`config.mk`:
```
export PLATFORM = sky130hd
export DESIGN_NAME = spi_rx_status
export DESIGN_NICKNAME = d
export VERILOG_FILES = /design/src/rtl/spi_rx_pkg.sv /design/src/rtl/spi_rx_flag_fsm.sv /design/src/rtl/spi_rx_data_reg.sv /design/src/rtl/spi_rx_irq_merge.sv /design/src/rtl/spi_rx_status.sv
export SDC_FILE = /design/constraint.sdc
export NUM_CORES = 1
export LEC_CHECK = 0
export ABC_AREA = 1
export BUFFER_PORTS_ARGS = -buffer_cell sky130_fd_sc_hd__buf_2
export CORE_MARGIN = 2
export CORE_UTILIZATION = 43
export CTS_CLUSTER_DIAMETER = 30
export CTS_CLUSTER_SIZE = 40
export DETAILED_ROUTE_END_ITERATION = 8
export GPL_TIMING_DRIVEN = 0
export PLACE_DENSITY = 0.73
export SETUP_SLACK_MARGIN = 0.02
export SYNTH_ARGS = -nofsm -noshare
export SYNTH_HDL_FRONTEND = slang
export SYNTH_HIERARCHICAL = 1
export SYNTH_SLANG_ARGS = --single-unit
```
`constraint.sdc`:
```
create_clock -name clk -period 1.5 [get_ports clk]
set_input_delay 0.225 -clock clk [delete_from_list [all_inputs] [get_ports clk]]
set_output_delay 0.225 -clock clk [all_outputs]
set_load 0.005 [all_outputs]
```
`src/rtl/spi_rx_pkg.sv`:
```
package spi_rx_pkg;
    typedef enum logic [1:0] {
        FL_CLEAR = 2'd0,
        FL_SET   = 2'd1,
        FL_ARMED = 2'd2
    } flag_st_t;

    typedef struct packed {
        logic err_ie;
        logic rx_ie;
    } irq_en_t;
endpackage

```
`src/rtl/spi_rx_flag_fsm.sv`:
```
module spi_rx_flag_fsm
    import spi_rx_pkg::*;
(
    input  logic clk,
    input  logic rst,
    input  logic set_evt,
    input  logic rd_stat,
    input  logic rd_data,
    output logic flag,
    output logic clr_now
);
    flag_st_t st_q, st_d;

    always_ff @(posedge clk) begin
        if (rst) st_q <= FL_CLEAR;
        else     st_q <= st_d;
    end

    always_comb begin
        st_d = st_q;
        unique case (st_q)
            FL_CLEAR: if (set_evt) st_d = FL_SET;
            FL_SET:   if (rd_stat) st_d = FL_ARMED;
            FL_ARMED: if (rd_data) st_d = set_evt ? FL_SET : FL_CLEAR;
            default:  st_d = FL_CLEAR;
        endcase
    end

    always_comb begin
        flag    = 1'b0;
        clr_now = 1'b0;
        unique case (st_q)
            FL_CLEAR: flag = 1'b0;
            FL_SET:   flag = 1'b1;
            FL_ARMED: begin
                flag    = 1'b1;
                clr_now = rd_data;
            end
            default:  flag = 1'b0;
        endcase
    end
endmodule

```
`src/rtl/spi_rx_data_reg.sv`:
```
module spi_rx_data_reg #(
    parameter int DW = 8
) (
    input  logic          clk,
    input  logic          rst,
    input  logic          load,
    input  logic [DW-1:0] din,
    output logic [DW-1:0] dout
);
    always_ff @(posedge clk) begin
        if (rst)       dout <= '0;
        else if (load) dout <= din;
    end
endmodule

```
`src/rtl/spi_rx_irq_merge.sv`:
```
module spi_rx_irq_merge
    import spi_rx_pkg::*;
(
    input  irq_en_t en,
    input  logic    full,
    input  logic    ovr,
    input  logic    mfault,
    output logic    irq
);
    logic rx_req, err_req;

    always_comb begin
        rx_req  = full & en.rx_ie;
        err_req = en.err_ie & (ovr | mfault);
        irq     = rx_req | err_req;
    end
endmodule

```
`src/rtl/spi_rx_status.sv`:
```
module spi_rx_status
    import spi_rx_pkg::*;
#(
    parameter int DW = 8
) (
    input  logic          clk,
    input  logic          rst,
    input  logic          rx_done,
    input  logic [DW-1:0] rx_byte,
    input  logic          mode_fault,
    input  logic          rd_stat,
    input  logic          rd_data,
    input  logic          wr_stat,
    input  logic [1:0]    ctl_wdata,
    output logic [DW-1:0] rx_data,
    output logic          rx_full,
    output logic          overrun,
    output logic          rx_ie,
    output logic          err_ie,
    output logic          irq
);
    logic    full_clr, ovr_clr;
    logic    full_eff, ovr_eff;
    logic    load_byte, ovr_set;
    irq_en_t en_q;

    // Flag values as they stand once this cycle's clearing read is applied.
    always_comb begin
        full_eff  = rx_full & ~full_clr;
        ovr_eff   = overrun & ~ovr_clr;
        load_byte = rx_done & ~ovr_eff & ~full_eff;
        ovr_set   = rx_done & ~ovr_eff & full_eff;
    end

    spi_rx_flag_fsm u_full (
        .clk     (clk),
        .rst     (rst),
        .set_evt (load_byte),
        .rd_stat (rd_stat),
        .rd_data (rd_data),
        .flag    (rx_full),
        .clr_now (full_clr)
    );

    spi_rx_flag_fsm u_ovr (
        .clk     (clk),
        .rst     (rst),
        .set_evt (ovr_set),
        .rd_stat (rd_stat),
        .rd_data (rd_data),
        .flag    (overrun),
        .clr_now (ovr_clr)
    );

    spi_rx_data_reg #(.DW(DW)) u_data (
        .clk  (clk),
        .rst  (rst),
        .load (load_byte),
        .din  (rx_byte),
        .dout (rx_data)
    );

    always_ff @(posedge clk) begin
        if (rst)          en_q <= '0;
        else if (wr_stat) en_q <= '{err_ie: ctl_wdata[1], rx_ie: ctl_wdata[0]};
    end

    assign rx_ie  = en_q.rx_ie;
    assign err_ie = en_q.err_ie;

    spi_rx_irq_merge u_irq (
        .en     (en_q),
        .full   (rx_full),
        .ovr    (overrun),
        .mfault (mode_fault),
        .irq    (irq)
    );
endmodule

```
==> flow_metrics.py <==
metrics = {
    "logic_synthesis": {
        "syn-mean-instance-area_um2": 6.43,
        "ys_ff_latch": 14,
        "synth_top_cell_by_area": "dfxtp_1",
        "synth_area_um2": 868,
        "yosysWarnings": 6,
        "synthCells": 135,
        "netlist_top_cells_area": "dfxtp_1 (32%), nand2_1 (16%), ha_1 (14%)",
        "synth_top_area_frac": 0.323,
        "seq_area_frac_synth": 0.323,
        "syn-num-nets": 162,
        "ys_types": 11,
    },
    "drt": {
        "initialDrtViolationCount": 7,
        "firstDrtPassIters": 4,
        "final_antenna_net_count": 0,
        "drt-vias-per-instance": 4.36,
        "dr_total_vias": 880,
        "wirelength_um": 1970,
        "wl_per_cell_um": 9.77,
        "remaining_drc_errors": 0,
    },
    "power": {
        "clock_power_share": 0.100,
        "max-vdd-ir-drop_v": 0.00106,
        "p_total_w": 0.00283,
        "p_per_area_mw_per_mm2": 2130,
        "power_frac_comb": 0.663,
        "power.net_switching_w": 0.00124,
        "seqPwrFrac": 0.237,
        "intPower_w": 0.00158,
        "swShare": 0.440,
        "leakagePower_nw": 0.757,
    },
    "timing": {
        "max_slew_margin": 0.757,
        "finalCritPeriodShare": 0.968,
        "finalHoldViolations": 0,
        "slew_violations": 0,
        "clock_skew_ps": 5.01,
        "fin_crit_ps": 1450,
        "fmax_ghz": 0.689,
        "grt_setup_unrepaired": "yes",
        "setup_violations": 0,
        "whs_ps": 203,
        "worst_slew_pin_slew_ps": 364,
        "finalSetupTns_ps": 0,
    },
    "setup_path": {
        "cp.required_ps": 1270,
        "r2r-start": "u_ovr/st_q[1]$_SDFFE_PP0P_",
        "cp_slowest_stage_delay_ps": 380,
        "worst_path_max_delay_cell": "dfxtp_4",
        "worstSetupPathType": "reg2out",
        "cp_num_buf_inv": 2,
        "r2r-end": "u_data/dout[5]$_SDFFE_PP0P_",
        "cpLargestDelayFamily": "flip-flops",
        "r2r_slack_ps": 70,
        "start_kind": "flip-flop",
        "critPathCaptureType": "output port",
        "ff2ff_path_depth": 9,
        "critical_path_peak_fanout": 3,
        "arrival_ps": 1230,
        "crit_chain": "inv_6, ha_4, o21ai_2, nand2_1, buf_2",
    },
    "clocking": {
        "numCtsBuffers": 3,
        "h-tree-depth": 1,
        "cts_sinks": 14,
        "cts_tree": "done",
        "insertion_delay_ps": 290,
        "cts_root_buf": "clkbuf_4",
        "clockBufferDepth": 2,
        "path_clk_slew_ps": 90,
    },
    "flow_run": {
        "maxCapViolCount": 0,
    },
    "floorplanning": {
        "initial_core_util": 0.447,
        "die_y_um": 48.9,
        "rows": 16,
        "boundaryPins": 30,
        "dieArea_mm2": 0.00239,
        "core-area_mm2": 0.00194,
        "die_w_um": 48.9,
    },
    "hold_path": {
        "whs_path_depth": 3,
        "hold_class": "in2reg",
        "holdCritStartpoint": "wr_stat",
        "hold_end": "rx_ie$_SDFFE_PP0P_",
    },
    "final_layout": {
        "layout_commonest_cell": "buf_2",
        "final_nets": 203,
        "utilization": 0.685,
        "drive_above_1_share": 0.514,
        "area_growth_pct": 53.2,
        "n_antenna_cell": 0,
        "final_cell_count_no_fill": 202,
        "layout_common_cells": "buf_2 (29), inv_1 (23), nand2_1 (23)",
    },
    "placement": {
        "portBuffers": 29,
        "dp_hpwl_um": 1290,
        "gp_congestion": 0.712,
        "placed_cells": 191,
    },
    "status": {
        "status": "completed",
    },
    "grt": {
        "grt_pass1_wl_um": 3170,
        "grt_pass1_vias": 785,
        "grt_max_degree": 9,
        "grt_use_total": 0.168,
        "grt.overflow.total": 0,
        "antenna_found_initial": 0,
    },
}
## synthesized netlist by cell type
| master | n |
|---|---|
| nand3_2 | 2 |
| nand2_1 | 38 |
| nor2_2 | 1 |
| o21ai_1 | 1 |
| inv_1 | 31 |
| ha_1 | 10 |
| nand2_2 | 5 |
| dfxtp_1 | 14 |
| nor2_1 | 29 |
| a21oi_1 | 2 |
| buf_6 | 2 |
## state kept, by name, summed over array words and instances (netlist names)
signal       count
err_ie           1
u_ovr/st_q       2
u_data/dout      8
u_full/st_q      2
rx_ie            1
## what timing repair did
action,4_1_cts,5_1_grt
setup buffers,3,3
setup endpoints to repair,13,13
pin swaps,1,14
hold buffers,0,0
resized for setup,14,41
cloned,1,0
## logic make-up after synthesis
| kind of cell | share of synthesized area |
|---|---|
| buf+inv | 0.160 |
| simple gates | 0.356 |
| flops | 0.323 |
| fa+ha+maj | 0.144 |
| compound gates | 0.0173 |
## metal layers
layer	track usage	vias to the layer above	wire length, µm
li1	-	462	-
met3	0.0307	2	93
met1	0.197	387	790
met5	0	-	0
met4	0.0429	0	15
met2	0.313	29	1070
## worst register-to-register path, cell delays in order (launching register included)
cell and delay, ps:
dfxtp_4 400, inv_4 40, ha_4 270, nand2_2 50, nand2_2 100, nor2_4 50, buf_6 120, buf_4 140
nor2_1 110, nor2_2 50
## layout make-up
type                    count  area (µm²)
well taps                  27        33.8
fillers                   168         612
clock buffers               4        36.3
repair buffers             36         210
flip-flops and latches     14         293
inverters                  31         129
plain buffers               2        22.5
multi-input cells          88         606
## power groups by stage
stage	logic, W	clock network [W]	registers [W]
finish	0.00188	0.000283	0.000669
global route	0.00209	0.000309	0.000688
CTS	0.00151	0.000284	0.000636
detailed placement	0.00130	0	0.000621
global placement	0.00126	0	0.000615
floorplan	0.000985	0	0.000619
## metrics by stage
| stage | cell area, µm² | worst slack (ps) |
|---|---|---|
| floorplan | 896 | 23.0 |
| global placement | 1070 | -121 |
| detailed placement | 1070 | -151 |
| CTS | 1180 | 19.1 |
| global route | 1330 | -43.3 |
| finish | 1330 | 47.9 |
## worst max-delay path by stage
stage / startpoint / end / slack [ps] / cells past startpoint
global route: u_ovr/st_q[0]$_SDFFE_PP0P_ / u_full/st_q[0]$_SDFFE_PP0P_ / -40 / 14
global placement: u_ovr/st_q[0]$_SDFFE_PP0P_ / u_data/dout[6]$_SDFFE_PP0P_ / -120 / 13
detailed placement: u_ovr/st_q[0]$_SDFFE_PP0P_ / u_data/dout[6]$_SDFFE_PP0P_ / -150 / 13
floorplan: u_ovr/st_q[0]$_SDFFE_PP0P_ / u_data/dout[6]$_SDFFE_PP0P_ / 20 / 13
CTS: u_full/st_q[0]$_SDFFE_PP0P_ / u_data/dout[6]$_SDFFE_PP0P_ / 20 / 12
finish: u_ovr/st_q[0]$_SDFFE_PP0P_ / irq / 50 / 5
Power figures use the tool's default switching activity.
